**src/rtl/tmr_pkg.sv**
```systemverilog
package tmr_pkg;
   localparam int BYTE_W = 8;
   localparam int CNT_W  = 2 * BYTE_W;
   localparam int ADDR_W = 3;
   localparam int MODE_W = 3;

   localparam logic [ADDR_W-1:0] A_LO0  = 3'd0;
   localparam logic [ADDR_W-1:0] A_LO1  = 3'd1;
   localparam logic [ADDR_W-1:0] A_HI0  = 3'd2;
   localparam logic [ADDR_W-1:0] A_HI1  = 3'd3;
   localparam logic [ADDR_W-1:0] A_MODE = 3'd4;
   localparam logic [ADDR_W-1:0] A_CTRL = 3'd5;
   localparam logic [ADDR_W-1:0] A_AUX  = 3'd6;
   localparam logic [ADDR_W-1:0] A_TOG  = 3'd7;

   localparam logic [MODE_W-1:0] MODE_WIDE16 = 3'b001;
   localparam logic [MODE_W-1:0] MODE_RLD8   = 3'b010;

   typedef struct packed {
      logic       gate;
      logic       ext_sel;
      logic [1:0] m;
   } mode_nib_t;
endpackage

```
**src/rtl/tmr_edge_sync.sv**
```systemverilog
module tmr_edge_sync #(
   parameter int STAGES = 2
) (
   input  logic clk,
   input  logic rst_n,
   input  logic din,
   output logic fall
);
   generate
      if (STAGES < 2) begin : g_bad_stages
         $error("tmr_edge_sync: STAGES must be at least 2");
      end
   endgenerate

   logic [STAGES:0] sh;

   always_ff @(posedge clk or negedge rst_n) begin
      if (!rst_n) sh <= '1;
      else        sh <= {sh[STAGES-1:0], din};
   end

   assign fall = sh[STAGES] & ~sh[STAGES-1];

   // one edge gives one pulse
   a_r6_single_pulse: assert property (@(posedge clk) disable iff (!rst_n)
      fall |=> !fall);
endmodule

```
**src/rtl/tmr_counter.sv**
```systemverilog
module tmr_counter
   import tmr_pkg::*;
(
   input  logic              clk,
   input  logic              rst_n,
   input  logic              inc,
   input  logic [MODE_W-1:0] mode,
   input  logic              wr_lo,
   input  logic              wr_hi,
   input  logic [BYTE_W-1:0] wr_data,
   output logic [BYTE_W-1:0] lo,
   output logic [BYTE_W-1:0] hi,
   output logic              ovf
);
   logic              step;
   logic [BYTE_W-1:0] nxt_lo, nxt_hi;
   logic [CNT_W-1:0]  sum;

   assign step = inc & ~wr_lo & ~wr_hi;
   assign sum  = {hi, lo} + CNT_W'(1);

   always_comb begin
      nxt_lo = lo;
      nxt_hi = hi;
      ovf    = 1'b0;
      if (step) begin
         case (mode)
            MODE_WIDE16: begin
               {nxt_hi, nxt_lo} = sum;
               ovf = &{hi, lo};
            end
            MODE_RLD8: begin
               ovf    = &lo;
               nxt_lo = (&lo) ? hi : lo + BYTE_W'(1);
            end
            default: ;
         endcase
      end
   end

   always_ff @(posedge clk or negedge rst_n) begin
      if (!rst_n) begin
         lo <= '0;
         hi <= '0;
      end else begin
         lo <= wr_lo ? wr_data : nxt_lo;
         hi <= wr_hi ? wr_data : nxt_hi;
      end
   end

   // a 16-bit wrap leaves zero
   a_r7_wrap_zero: assert property (@(posedge clk) disable iff (!rst_n)
      (mode == MODE_WIDE16 && ovf) |=> (lo == '0 && hi == '0));
   // an 8-bit overflow copies the high byte
   a_r8_reload: assert property (@(posedge clk) disable iff (!rst_n)
      (mode == MODE_RLD8 && ovf) |=> (lo == $past(hi) && $stable(hi)));
   // frozen codes hold the count
   a_r9_hold: assert property (@(posedge clk) disable iff (!rst_n)
      (mode != MODE_WIDE16 && mode != MODE_RLD8 && !wr_lo && !wr_hi)
      |=> ($stable(lo) && $stable(hi)));
endmodule

```
**src/rtl/tmr_dual.sv**
```systemverilog
module tmr_dual
   import tmr_pkg::*;
#(
   parameter int SYNC_STAGES = 2
) (
   input  logic              clk,
   input  logic              rst_n,
   input  logic              tick_en,
   input  logic [1:0]        ext_cnt,
   input  logic [1:0]        gate_pin,
   input  logic              wr_en,
   input  logic [ADDR_W-1:0] addr,
   input  logic [BYTE_W-1:0] wr_data,
   output logic [BYTE_W-1:0] rd_data,
   output logic [1:0]        tog_out
);
   localparam int N_UNIT = 2;
   localparam int NIB_W  = BYTE_W / 2;

   generate
      if (SYNC_STAGES < 2) begin : g_bad_sync
         $error("tmr_dual: SYNC_STAGES must be at least 2");
      end
   endgenerate

   logic [BYTE_W-1:0] mode_q;
   logic [N_UNIT-1:0] m2_q, tr_q, tf_q, tog_en_q, tog_q;
   logic [N_UNIT-1:0] fall, inc, ovf, wr_lo, wr_hi;
   logic [BYTE_W-1:0] cnt_lo [N_UNIT];
   logic [BYTE_W-1:0] cnt_hi [N_UNIT];
   logic              ctrl_wr;

   assign ctrl_wr = wr_en && (addr == A_CTRL);

   always_ff @(posedge clk or negedge rst_n) begin
      if (!rst_n) begin
         mode_q   <= '0;
         m2_q     <= '0;
         tog_en_q <= '0;
      end else if (wr_en) begin
         if (addr == A_MODE) mode_q <= wr_data;
         if (addr == A_AUX)  m2_q <= {wr_data[4], wr_data[0]};
         if (addr == A_TOG)  tog_en_q <= wr_data[1:0];
      end
   end

   genvar i;
   generate
      for (i = 0; i < N_UNIT; i++) begin : g_unit
         mode_nib_t         nib;
         logic [MODE_W-1:0] mcode;
         logic              src;

         assign nib   = mode_nib_t'(mode_q[NIB_W*i +: NIB_W]);
         assign mcode = {m2_q[i], nib.m};

         tmr_edge_sync #(.STAGES(SYNC_STAGES)) u_sync (
            .clk  (clk),
            .rst_n(rst_n),
            .din  (ext_cnt[i]),
            .fall (fall[i])
         );

         assign src    = nib.ext_sel ? fall[i] : tick_en;
         assign inc[i] = tr_q[i] & (~nib.gate | gate_pin[i]) & src;
         assign wr_lo[i] = wr_en && (addr == (i == 0 ? A_LO0 : A_LO1));
         assign wr_hi[i] = wr_en && (addr == (i == 0 ? A_HI0 : A_HI1));

         tmr_counter u_cnt (
            .clk    (clk),
            .rst_n  (rst_n),
            .inc    (inc[i]),
            .mode   (mcode),
            .wr_lo  (wr_lo[i]),
            .wr_hi  (wr_hi[i]),
            .wr_data(wr_data),
            .lo     (cnt_lo[i]),
            .hi     (cnt_hi[i]),
            .ovf    (ovf[i])
         );

         always_ff @(posedge clk or negedge rst_n) begin
            if (!rst_n) begin
               tf_q[i]  <= 1'b0;
               tr_q[i]  <= 1'b0;
               tog_q[i] <= 1'b0;
            end else begin
               if (ovf[i])       tf_q[i] <= 1'b1;
               else if (ctrl_wr) tf_q[i] <= wr_data[NIB_W + 2*i + 1];
               if (ctrl_wr)      tr_q[i] <= wr_data[NIB_W + 2*i];
               if (ovf[i] && tog_en_q[i]) tog_q[i] <= ~tog_q[i];
            end
         end

         // stopped or gated units keep their count
         a_r4_idle_hold: assert property (@(posedge clk) disable iff (!rst_n)
            ((!tr_q[i] || (nib.gate && !gate_pin[i])) && !wr_lo[i] && !wr_hi[i])
            |=> ($stable(cnt_lo[i]) && $stable(cnt_hi[i])));
         // the flag is sticky until a control write
         a_r10_sticky: assert property (@(posedge clk) disable iff (!rst_n)
            (tf_q[i] && !ctrl_wr) |=> tf_q[i]);
         // overflow wins over a clearing write
         a_r10_set_wins: assert property (@(posedge clk) disable iff (!rst_n)
            ovf[i] |=> tf_q[i]);
         // a flag rises only through overflow or software
         a_r10_rise_cause: assert property (@(posedge clk) disable iff (!rst_n)
            ($rose(tf_q[i]) && !$past(ctrl_wr)) |-> $past(ovf[i]));
         // an enabled overflow inverts the output
         a_r11_toggle: assert property (@(posedge clk) disable iff (!rst_n)
            (ovf[i] && tog_en_q[i]) |=> (tog_q[i] != $past(tog_q[i])));
         // otherwise the output is quiet
         a_r11_quiet: assert property (@(posedge clk) disable iff (!rst_n)
            !(ovf[i] && tog_en_q[i]) |=> $stable(tog_q[i]));
      end
   endgenerate

   assign tog_out = tog_q;

   always_comb begin
      case (addr)
         A_LO0:   rd_data = cnt_lo[0];
         A_LO1:   rd_data = cnt_lo[1];
         A_HI0:   rd_data = cnt_hi[0];
         A_HI1:   rd_data = cnt_hi[1];
         A_MODE:  rd_data = mode_q;
         A_CTRL:  rd_data = {tf_q[1], tr_q[1], tf_q[0], tr_q[0], 4'b0000};
         A_AUX:   rd_data = {3'b000, m2_q[1], 3'b000, m2_q[0]};
         default: rd_data = {6'b000000, tog_en_q};
      endcase
   end
endmodule

```
**config.mk**
```make
export PLATFORM = sky130hd
export DESIGN_NAME = tmr_dual
export DESIGN_NICKNAME = d
export VERILOG_FILES = /design/src/rtl/tmr_pkg.sv /design/src/rtl/tmr_edge_sync.sv /design/src/rtl/tmr_counter.sv /design/src/rtl/tmr_dual.sv
export SDC_FILE = /design/constraint.sdc
export NUM_CORES = 1
export LEC_CHECK = 0
export BUFFER_PORTS_ARGS = -buffer_cell sky130_fd_sc_hd__clkbuf_2
export CORE_MARGIN = 1
export CORE_UTILIZATION = 60
export DETAILED_ROUTE_END_ITERATION = 8
export GPL_TIMING_DRIVEN = 1
export PLACE_DENSITY = 0.79
export SYNTH_ARGS = -nofsm -noshare
export SYNTH_HDL_FRONTEND = slang
export SYNTH_SLANG_ARGS = --single-unit
```
**constraint.sdc**
```tcl
create_clock -name clk -period 2.41 [get_ports clk]
set_input_delay 0.241 -clock clk [delete_from_list [all_inputs] [get_ports clk]]
set_output_delay 0.241 -clock clk [all_outputs]
set_load 0.005 [all_outputs]
```
==> summary.md <==
| Metric | Value |
|---|---|
| Initial antenna violation count | 0 |
| Fmax achieved | 496.2 MHz |
| Clock latency on the worst-skew pair | 0.31 ns |
| Post-route ant nets | 0 |
| Diode count | 0 |
| Hold Vio Cnt, Final | 0 |
| CP Launch Point | g_unit[0].u_cnt.lo[0] |
| Layout cells sized above 1 | 19.71% |
| Crit-path max FO | 6 |
| NumNets Final | 431 |
| Die height | 79.73 um |
| Worst Hold Class | primary input to flip-flop |
| Peak supply drop | 0.4102 mV |
| Startpoint types | flip-flop |
| Period utilization | 83.62% |
| Post CTS Setup Buffer Count | 0 |
| Synth Cell Area | 0.003625 mm2 |
| Tot GR Track Use | 35.82% |
| TNS Setup | 0 ns |
| Synth area leader | dfrtp_1 |
| Clk slew on worst S/H paths | 0.11 ns |
| Total Power | 3.202 mW |
| Number of synthesized flops with an enable pin | 0 |
| Final HPWL DP | 7.833 mm |
| Post-synth top area share | 34.52% |
| Count leader, synth | dfrtp_1 |
| Commonest cells post-synth | dfrtp_1, nor2_1, nand3_1 |
| Hold wc startpoint | wr_data[1] |
| Relative slew slack | 53.48% |
| GPL Wtd Cong | 0.9731 |
| Worst Skew | 0.01562 ns |
| Max_cap viols | 0 |
| Flops & latches, synth | 56 |
| WL final | 10.59 mm |
| Starting Density | 63.87% |
| RSZ-0062 raised after global routing | false |
| Global route overflow | 0 |
| First DRT Iteration DRCs | 403 |
| Post-synth ARST share | 100.0% |
| PwrDens | 803.1 mW/mm2 |
| Drt via density | 6.882 |
| Cts hold-fix bufs | 1 |
| Number of global-route vias before repair | 3113 |
| WP data required | 2.65 ns |
| Root Driver | clkbuf_8 |
| Die Wd | 79.73 um |
| Dpl cell area | 0.003849 mm2 |
| WHS | 0.2950 ns |
| Sink Count | 56 |
| Die area | 0.006356 mm2 |
| Number of cells upsized or downsized after cts | 0 |
| Worst Setup End Kind | flip-flop |
| CTS tree | built |
| CTS Buf Count | 5 |
| Post-synth top flop | dfrtp_1 |
| IO Pins | 29 |
| Largest net degree at the start of global routing | 22 |
| Port Buffers | 28 |
| Total of fill cells in the finished design | 448 |
| Max Root-Sink Buffers | 2 |
| Status | complete, no violations |
| Worst-Margin Slew | 0.6946 ns |
| Worst r2r src | g_unit[0].u_cnt.lo[0] |
| Leak | 1.650 nW |
| Syn_area_per_cell | 9.514 um2 |
| DRC | 0 |
| Post-synth net total | 402 |
| Seq/Total Area, Yosys | 38.87% |
| Synth warn | 0 |
| Worst slack at placement | 0.3975 ns |
| Data arrival, critical path | 2.25 ns |
| Global-route wire length before repair | 16.79 mm |
| Unique cell type count in the Yosys netlist | 66 |
| P&R area growth vs syn | 9.976% |
| Core area | 0.005675 mm2 |
| Post-route setup slack | 0.3947 ns |
| Crit path kind | flip-flop to flip-flop |
| Final critical-path required period | 2.015 ns |
| Wire per inst | 21.92 um |
| H-tree levels | 2 |
| Largest cells by area after synthesis | dfrtp_1, dfstp_2, nand3_1, nor2_1, xor2_1 |
| Design area | 0.003986 mm2 |
| Mapped Cells | 381 |
| Slew Viols, Final | 0 |
| Setup Viol. Count Final | 0 |
| Number of core rows | 27 |
| Via Count | 3324 |
| R2R setup slack | 0.39 ns |
| DR pass1 iterations | 5 |
## cell usage in the layout, fill, tap and decap left out, types with 7 or more instances in the layout
master / Yosys / routed
dfrtp_1: 50 / 50
a21oi_1: 13 / 13
o21ai_1: 8 / 8
inv_1: 8 / 8
mux2i_1: 11 / 11
a221o_1: 8 / 8
a22oi_1: 10 / 10
clkbuf_2: 0 / 28
a31oi_1: 7 / 7
xor2_1: 13 / 13
and3_1: 8 / 8
mux2_2: 9 / 9
nand3_1: 29 / 29
nor2_1: 36 / 36
buf_4: 1 / 10
nand2_1: 26 / 26
nand4_1: 12 / 12
mux2_1: 10 / 10
## where the power goes
group	leakage [nW]	switching [mW]	internal, mW
Clock	0.0552	0.307	0.309
Combinational	0.919	0.481	0.481
Sequential	0.675	0.435	1.19
## cell type report
cell class	instances	area, um2	share of cell area (%)
inverters	9	33.78	0.8475
well taps	72	90.09	2.260
clock buffers	6	72.57	1.820
clock inverters	2	35.03	0.8788
flip-flops and latches	56	1409	35.34
repair buffers	41	245.2	6.152
multi-input cells	297	2101	52.70
## registers in the layout, summed over array words and instances (netlist names)
name,cells
tf_q,2
mode_q,8
tog_en_q,2
tog_out,2
m2_q,2
g_unit.u_sync.sh,6
g_unit.u_cnt.hi,16
g_unit.u_cnt.lo,16
tr_q,2
## cells by family after synthesis
logic type                 synth area share (%)
muxes                                     11.43
and+or+nand+nor                           23.61
AOI/OAI and AO/OA                         17.64
xor gates and xnor gates                  4.591
DFF                                       38.87
adders and majority gates                0.6903
buffers and inverters                     3.176
## worst paths after layout
check                                    endpoint  cells after the start
max in group asynchronous  g_unit[0].u_sync.sh[1]                      3
hold reg to reg            g_unit[1].u_sync.sh[1]                      0
hold / removal              g_unit[0].u_cnt.hi[1]                      3
min in group asynchronous   g_unit[0].u_cnt.hi[3]                      2
setup reg to reg            g_unit[0].u_cnt.hi[2]                      6
setup / recovery            g_unit[0].u_cnt.hi[2]                      6
## metal layers
metal / vias to the layer above / share of wire, % / global-route usage [%]
li1: 1503 / - / -
met1: 1609 / 43 / 52.01
met2: 190 / 45 / 54.70
met3: 22 / 9.8 / 6.171
met4: 0 / 2.3 / 10.55
met5: - / 0 / 0
## stage by stage
stage | utilization [%] | instances
final | 70.24 | 483
after floorplan | - | 381
after CTS | 69.89 | 481
after detailed placement | 67.81 | 472
after global placement | 67.81 | 472
after global routing | 70.24 | 483
## critical path, cell delays in order, from the launching register on
cell	delay (ns)
dfrtp_1	0.44
ha_1	0.29
nand4_1	0.18
nor2_1	0.45
nand3_1	0.16
or3_1	0.32
o211ai_1	0.10
No activity file was read; power rests on OpenSTA's default activity.
